==> src/rtl/rcfg_pkg.sv <==
package rcfg_pkg;
  localparam logic [7:0] OFF_HDR   = 8'h00;
  localparam logic [7:0] OFF_CTRL  = 8'h08;
  localparam logic [7:0] OFF_STS   = 8'h10;
  localparam logic [7:0] OFF_DATA  = 8'h18;
  localparam logic [7:0] OFF_ERR   = 8'h20;
  localparam logic [7:0] OFF_ID_LO = 8'hA8;
  localparam logic [7:0] OFF_ID_HI = 8'hB0;

  localparam int ERR_W     = 5;
  localparam int E_OP      = 0;
  localparam int E_CRC     = 1;
  localparam int E_INCOMP  = 2;
  localparam int E_PROTO   = 3;
  localparam int E_OVF     = 4;

  localparam int CREDIT_W  = 9;

  typedef enum logic [2:0] {
    PH_IDLE  = 3'd0,
    PH_LOAD  = 3'd1,
    PH_DRAIN = 3'd2,
    PH_RESET = 3'd3
  } phase_e;
endpackage

==> src/rtl/rcfg_fifo.sv <==
module rcfg_fifo #(
  parameter int DEPTH = 16,
  parameter int W     = 32,
  localparam int AW   = (DEPTH > 1) ? $clog2(DEPTH) : 1,
  localparam int CW   = $clog2(DEPTH + 1)
) (
  input  logic          clk_i,
  input  logic          rst_ni,
  input  logic          flush_i,
  input  logic          push_i,
  input  logic [W-1:0]  wdata_i,
  input  logic          pop_i,
  output logic [W-1:0]  rdata_o,
  output logic [CW-1:0] count_o,
  output logic          empty_o,
  output logic          full_o
);
  logic [W-1:0]  mem_q [DEPTH];
  logic [AW-1:0] wp_q, rp_q;
  logic [CW-1:0] cnt_q;
  logic          do_push, do_pop;

  assign empty_o = (cnt_q == '0);
  assign full_o  = (cnt_q == CW'(DEPTH));
  assign do_push = push_i && !full_o;
  assign do_pop  = pop_i && !empty_o;
  assign rdata_o = mem_q[rp_q];
  assign count_o = cnt_q;

  function automatic logic [AW-1:0] nxt(input logic [AW-1:0] p);
    return (p == AW'(DEPTH - 1)) ? '0 : p + 1'b1;
  endfunction

  always_ff @(posedge clk_i) begin
    if (do_push) mem_q[wp_q] <= wdata_i;
  end

  always_ff @(posedge clk_i or negedge rst_ni) begin
    if (!rst_ni) begin
      wp_q  <= '0;
      rp_q  <= '0;
      cnt_q <= '0;
    end else if (flush_i) begin
      wp_q  <= '0;
      rp_q  <= '0;
      cnt_q <= '0;
    end else begin
      if (do_push) wp_q <= nxt(wp_q);
      if (do_pop)  rp_q <= nxt(rp_q);
      case ({do_push, do_pop})
        2'b10:   cnt_q <= cnt_q + 1'b1;
        2'b01:   cnt_q <= cnt_q - 1'b1;
        default: cnt_q <= cnt_q;
      endcase
    end
  end
endmodule

==> src/rtl/rcfg_ctl.sv <==
module rcfg_ctl
  import rcfg_pkg::*;
(
  input  logic              clk_i,
  input  logic              rst_ni,
  input  logic              wr_ctrl_i,
  input  logic              wr_data_i,
  input  logic              wr_err_i,
  input  logic [63:0]       wdata_i,
  input  logic              credit_zero_i,
  input  logic              q_empty_i,
  input  logic              sink_op_err_i,
  input  logic              sink_crc_err_i,
  input  logic              sink_incompat_i,
  output logic              rst_req_o,
  output logic              ack_o,
  output logic [2:0]        region_o,
  output logic              start_o,
  output logic              cmpl_o,
  output logic [ERR_W-1:0]  err_o,
  output logic              push_o
);
  logic             rst_req_q, ack_q, start_q, cmpl_q;
  logic [2:0]       region_q;
  logic [ERR_W-1:0] err_q, err_set, err_clr;
  logic             done;

  assign done   = start_q && cmpl_q && q_empty_i;
  assign push_o = wr_data_i && start_q && !credit_zero_i && !rst_req_q;

  always_comb begin
    err_set           = '0;
    err_set[E_OP]     = sink_op_err_i;
    err_set[E_CRC]    = sink_crc_err_i;
    err_set[E_INCOMP] = sink_incompat_i;
    err_set[E_PROTO]  = wr_data_i && !start_q;
    err_set[E_OVF]    = wr_data_i && start_q && credit_zero_i && !rst_req_q;
    err_clr           = wr_err_i ? wdata_i[ERR_W-1:0] : '0;
  end

  always_ff @(posedge clk_i or negedge rst_ni) begin
    if (!rst_ni) begin
      rst_req_q <= 1'b0;
      ack_q     <= 1'b0;
      region_q  <= '0;
      start_q   <= 1'b0;
      cmpl_q    <= 1'b0;
      err_q     <= '0;
    end else begin
      ack_q <= rst_req_q;
      err_q <= (err_q & ~err_clr) | err_set;
      if (wr_ctrl_i) begin
        rst_req_q <= wdata_i[0];
        region_q  <= wdata_i[9:7];
        if (wdata_i[12])            start_q <= 1'b1;
        if (wdata_i[13] && start_q) cmpl_q  <= 1'b1;
      end
      // hardware release and reset override software sets
      if (rst_req_q || done) begin
        start_q <= 1'b0;
        cmpl_q  <= 1'b0;
      end
    end
  end

  assign rst_req_o = rst_req_q;
  assign ack_o     = ack_q;
  assign region_o  = region_q;
  assign start_o   = start_q;
  assign cmpl_o    = cmpl_q;
  assign err_o     = err_q;
endmodule

==> src/rtl/rcfg_csr.sv <==
module rcfg_csr
  import rcfg_pkg::*;
#(
  parameter int          DEPTH   = 16,
  parameter logic [63:0] HDR_VAL = 64'h3000_0000_1000_0005,
  parameter logic [63:0] ID_LO   = 64'h0123_4567_89AB_CDEF,
  parameter logic [63:0] ID_HI   = 64'hFEDC_BA98_7654_3210
) (
  input  logic        clk_i,
  input  logic        rst_ni,
  input  logic        reg_wr_i,
  input  logic [7:0]  reg_addr_i,
  input  logic [63:0] reg_wdata_i,
  output logic [63:0] reg_rdata_o,
  output logic [31:0] word_o,
  output logic        word_valid_o,
  input  logic        word_ready_i,
  output logic [2:0]  region_o,
  input  logic        sink_op_err_i,
  input  logic        sink_crc_err_i,
  input  logic        sink_incompat_i
);
  localparam int CW = $clog2(DEPTH + 1);
  localparam logic [CREDIT_W-1:0] DEPTH_C = CREDIT_W'(DEPTH);

  logic                wr_ctrl, wr_data, wr_err;
  logic                rst_req_q, ack_q, start_q, cmpl_q, push;
  logic [2:0]          region_q;
  logic [ERR_W-1:0]    err_q;
  logic [CW-1:0]       q_count;
  logic                q_empty, q_full;
  logic [CREDIT_W-1:0] credit;
  logic                busy;
  phase_e              phase;

  assign wr_ctrl = reg_wr_i && (reg_addr_i == OFF_CTRL);
  assign wr_data = reg_wr_i && (reg_addr_i == OFF_DATA);
  assign wr_err  = reg_wr_i && (reg_addr_i == OFF_ERR);

  rcfg_ctl u_ctl (
    .clk_i           (clk_i),
    .rst_ni          (rst_ni),
    .wr_ctrl_i       (wr_ctrl),
    .wr_data_i       (wr_data),
    .wr_err_i        (wr_err),
    .wdata_i         (reg_wdata_i),
    .credit_zero_i   (credit == '0),
    .q_empty_i       (q_empty),
    .sink_op_err_i   (sink_op_err_i),
    .sink_crc_err_i  (sink_crc_err_i),
    .sink_incompat_i (sink_incompat_i),
    .rst_req_o       (rst_req_q),
    .ack_o           (ack_q),
    .region_o        (region_q),
    .start_o         (start_q),
    .cmpl_o          (cmpl_q),
    .err_o           (err_q),
    .push_o          (push)
  );

  rcfg_fifo #(.DEPTH(DEPTH), .W(32)) u_fifo (
    .clk_i   (clk_i),
    .rst_ni  (rst_ni),
    .flush_i (rst_req_q),
    .push_i  (push),
    .wdata_i (reg_wdata_i[31:0]),
    .pop_i   (word_ready_i),
    .rdata_o (word_o),
    .count_o (q_count),
    .empty_o (q_empty),
    .full_o  (q_full)
  );

  assign word_valid_o = !q_empty;
  assign region_o     = region_q;
  assign credit       = DEPTH_C - CREDIT_W'(q_count);
  assign busy         = start_q || (|err_q);

  always_comb begin
    if (rst_req_q)    phase = PH_RESET;
    else if (cmpl_q)  phase = PH_DRAIN;
    else if (start_q) phase = PH_LOAD;
    else              phase = PH_IDLE;
  end

  always_comb begin
    reg_rdata_o = '0;
    case (reg_addr_i)
      OFF_HDR:   reg_rdata_o = HDR_VAL;
      OFF_CTRL:  reg_rdata_o = {50'b0, cmpl_q, start_q, 2'b0, region_q, 2'b0, ack_q, 3'b0, rst_req_q};
      OFF_STS:   reg_rdata_o = {36'b0, 4'b0, 1'b0, phase, 3'b0, busy, 7'b0, credit};
      OFF_ERR:   reg_rdata_o = {{(64-ERR_W){1'b0}}, err_q};
      OFF_ID_LO: reg_rdata_o = ID_LO;
      OFF_ID_HI: reg_rdata_o = ID_HI;
      default:   reg_rdata_o = '0;
    endcase
  end

  logic unused_full;
  assign unused_full = q_full;
endmodule

==> config.mk <==
export PLATFORM = sky130hd
export DESIGN_NAME = rcfg_csr
export DESIGN_NICKNAME = d
export VERILOG_FILES = /design/src/rtl/rcfg_pkg.sv /design/src/rtl/rcfg_fifo.sv /design/src/rtl/rcfg_ctl.sv /design/src/rtl/rcfg_csr.sv
export SDC_FILE = /design/constraint.sdc
export NUM_CORES = 1
export LEC_CHECK = 0
export BUFFER_PORTS_ARGS = -buffer_cell sky130_fd_sc_hd__buf_2
export CORE_ASPECT_RATIO = 0.75
export CORE_MARGIN = 2
export CORE_UTILIZATION = 40
export CTS_BUF_LIST = sky130_fd_sc_hd__clkbuf_2 sky130_fd_sc_hd__clkbuf_4 sky130_fd_sc_hd__clkbuf_8
export DETAILED_ROUTE_END_ITERATION = 8
export GPL_ROUTABILITY_DRIVEN = 0
export GPL_TIMING_DRIVEN = 0
export PLACE_DENSITY = 0.68
export REMOVE_ABC_BUFFERS = 1
export SYNTH_ARGS = -nofsm -noshare
export SYNTH_HDL_FRONTEND = slang
export SYNTH_SLANG_ARGS = --single-unit
==> constraint.sdc <==
create_clock -name clk_i -period 4.8 [get_ports clk_i]
set_input_delay 0.72 -clock clk_i [delete_from_list [all_inputs] [get_ports clk_i]]
set_output_delay 0.72 -clock clk_i [all_outputs]
set_load 0.005 [all_outputs]
==> summary.md <==
| Metric | Value |
|---|---|
| Die height | 206 um |
| Fin area | 25100 sq um |
| Cell Pwr Density | 504 nW/um^2 |
| Final setup violation count | 0 |
| Kind of critical path | flop to flop |
| Sequential share of the synthesized area | 73.5% |
| DP Area | 23400 sq um |
| Pwr Total | 12600 uW |
| CP max FO | 21 |
| Root Buffer | clkbuf_8 |
| Avg Inst Size Synth | 17.7 sq um |
| Post-DR vias/cell | ~5.5 |
| Fin crit period | 4.43 ns |
| Reg-to-reg startpoint | u_fifo.count_o[0]$_DFFE_PN0P_ |
| Crit. End Element | flop |
| Filler-free cell count of the finished design | 2161 |
| Main synth FF type | edfxtp_1 |
| Pins Over Slew Limit | 0 |
| Yosys top cell by area | edfxtp_1 |
| Complex-gate fraction of the synthesized area | slightly above 6% |
| DP HPWL | between 20 and 30 mm |
| Cells after Synth | 1227 |
| Hold-fix buffers, CTS | 0 |
| Drt drc | 0 |
| First-pass GRT wire length | 73.1 mm |
| FP Rows | 74 |
| Synth top area cells | edfxtp_1 (71%), mux4_2 (6.6%), mux2i_1 (4.6%), dfrtp_1 (2.9%), mux2_2 (1.9%) |
| Pre-antenna DRT Iters | 5 |
| I/O pin cnt | approximately 180 |
| Area grow syn2layout | 15.1% |
| Tot GR Track Use | 17.4% |
| Fill cells | around 4600 |
| Initial Util | 40.3% |
| Reg2reg end | u_fifo.count_o[4]$_DFFE_PN0P_ |
| Max cap viols | 0 |
| Core Util, Final | 46.3% |
| Worst setup SP type | flop |
| YS warnings | 0 |
| Async S/R FF share, synth | 4.66% |
| CTS buffer count | 82 |
| Final net count | 1465 |
| Worst clock skew | between 0.02 and 0.03 ns |
| R2R depth | 14 |
| Status | finished, final reports clean |
| Vias | 11801 |
| Fin. Hold Viols | 0 |
| Congestion Overflow GR | 0 |
| Core area | 54100 sq um |
| R2R setup slack | 0.37 ns |
| Post-synthesis adder-cell area fraction | 0.575% |
| Crit share post-route | between 90 and 100% |
| Die area | 56300 sq um |
| Main combinational cell family by area after synthesis | multiplexers |
| WL final | 48.7 mm |
| Sink Count | 537 |
| Largest net degree at the start of global routing | between 50 and 60 |
| Simple-gate share of the synthesized area | under 10% |
| Leakage power | between 0.008 and 0.009 uW |
| Count of cell types in the netlist | 52 |
| Wire per inst | 22.5 um |
| Layout cells sized above 1 | 30.0% |
| Initial antenna violation count | 0 |
| Drt first-iter violations | 1177 |
| Post-synthesis mux area share | 13.1% |
| Placed cell count | 2014 |
| H-Tree Depth | 3 |
| Vias in the first global route | 12112 |
| Mapped Area | 21800 sq um |
| Worst-path clk slew | roughly 0.060 ns |
| Min-delay worst type | input pin to async pin |
| Number of enable flip-flop cells after synthesis | 512 |
| Max transition margin | between 30% and 40% |
| Clk_lat worst skew | 0.65 ns |
| RSZ-0062 raised after global routing | false |
| Die X | 273 um |
| Yosys reg bits | about 540 |
| Worst VDD drop | 0.000319 V |
| # port buffers | 146 |
| Arrival time at the worst endpoint | 4.92 ns |
| Post-synthesis xor/xnor area fraction | 0.201% |
| CP required | about 5.3 ns |
| CTS tree | built |
| Final ANT Viol Nets | 0 |
| Area fraction of the dominant cell type after synthesis | 70.6% |
| Tightest Pin Transition | 0.989 ns |
| Maximum clock frequency | 0.226 GHz |
| Clock Path Buffers | 3 |
## metrics by stage
step,worst slack (ns),hold WS (ns),setup TNS [ns]
global route,0.0129,0.113,0
global placement,-6.21,0.483,-473.97
CTS,0.380,0.0755,0
finish,0.369,0.101,0
detailed placement,-0.0585,0.491,-0.0585
floorplan,-3.28,0.424,-137.42
## synthesized netlist by cell type (all sizes together) (4+ instances only)
master  instances
o21bai          4
ha             10
clkbuf         40
a21o            9
mux2           37
dfrtp          25
a21oi          45
mux4           64
nor2b           9
o21ai          73
nor3b           4
or3             5
nor2           12
inv             8
nand2          55
buf            71
and3           16
nor3           14
a221oi         32
nand4           6
mux2i          99
nand2b          9
edfxtp        512
a22oi          33
## sequential cells by signal (all words and copies together), names as in the netlist
register and cells:
u_fifo.mem_q 512, u_ctl.err_o 5, u_fifo.count_o 5, u_fifo.rp_q 4, u_fifo.wp_q 4, u_ctl.region_o 3
u_ctl.ack_o 1, u_ctl.cmpl_o 1, u_ctl.rst_req_o 1, u_ctl.start_o 1
## logic make-up (layout without fill, tap and decap cells)
group	after synthesis	after routing
flops	537	537
compound gates	209	209
mux	200	200
simple gates	147	147
buf+inv	119	330
fa+ha+maj	10	10
xor+xnor	5	5
other cells	0	1
## timing repair
action,CTS,global route
buffers inserted,0,0
endpoints found under the hold margin,0,0
setup endpoints to repair,1,0
gates resized for setup,1,0
## metal layers
| metal | vias up | routed length [um] | global-route usage (%) |
|---|---|---|---|
| met1 | 5997 | 21900 | 24.8 |
| met4 | 0 | 1060 | 5.41 |
| met3 | 87 | 3640 | 3.79 |
| li1 | 5215 | - | - |
| met5 | - | 0 | 0 |
| met2 | 502 | 22000 | 26.9 |
## worst max path at each step
stage	cells after the start	start	to	slack, ns
after floorplan	5	u_fifo.rp_q[0]$_DFFE_PN0P_	word_o[0]	-3.28
after detailed placement	14	u_fifo.count_o[0]$_DFFE_PN0P_	u_fifo.count_o[4]$_DFFE_PN0P_	-0.06
after CTS	14	u_fifo.count_o[0]$_DFFE_PN0P_	u_fifo.count_o[4]$_DFFE_PN0P_	0.38
after global placement	6	u_fifo.rp_q[0]$_DFFE_PN0P_	word_o[18]	-6.21
final	14	u_fifo.count_o[0]$_DFFE_PN0P_	u_fifo.count_o[4]$_DFFE_PN0P_	0.37
after global routing	14	u_fifo.count_o[0]$_DFFE_PN0P_	u_fifo.count_o[4]$_DFFE_PN0P_	0.01
## worst max-delay path: stages, from the launching register on
cell and delay (ns):
dfrtp_1 0.47, inv_1 0.14, ha_1 0.19, nor3b_1 0.28
ha_1 0.31, and3_1 0.22, a2111oi_4 0.87, nor2_1 0.12
xnor2_1 0.18, ha_1 0.23, or4b_2 0.66, nor3_1 0.24
nor3_1 0.07, o21ai_0 0.19, o211ai_1 0.11
## layout by cell type, fill, tap and decap left out, types with 4 or more instances in the layout
master	Yosys	routed
edfxtp_1	512	512
buf_2	17	146
mux2i_1	99	99
clkbuf_8	0	84
o21ai_0	72	72
mux4_2	64	64
nand2_1	55	54
a21oi_1	45	45
mux2_2	36	36
a22oi_1	33	33
a221oi_1	32	32
clkbuf_4	0	25
clkinv_1	0	23
dfrtp_1	25	21
buf_12	0	19
and3_2	0	15
nor2_1	12	12
nor3_1	12	10
ha_1	10	10
nand2b_1	9	9
a21o_1	9	9
inv_1	8	8
nor2b_1	9	8
nand4_1	6	6
clkinv_2	0	6
buf_16	0	6
or3_1	4	4
nor3_2	2	4
nor3b_1	4	4
o21bai_1	4	4
## report_power, final
part | leakage, uW | switching, uW | internal (uW) | total (uW)
sequential | 0.00491 | 292 | 5190 | 5480
combinational | 0.00291 | 1830 | 1600 | 3430
clock | 0.000842 | 1740 | 1990 | 3730
total | 0.00865 | 3850 | 8780 | 12600
## layout make-up
class | instances | area [sq um] | share of cell area, %
sequential | 537 | 16000 | 63.9
multi-input combinational | 571 | 5170 | 20.7
clock buffer | 109 | 1340 | 5.36
timing repair buffer | 176 | 1330 | 5.32
tap | 722 | 903 | 3.61
clock inverter | 37 | 254 | 1.01
inverter | 8 | 30.0 | 0.120
antenna | 1 | 2.50 | 0.00999
No activity file was read; power rests on OpenSTA's default activity.
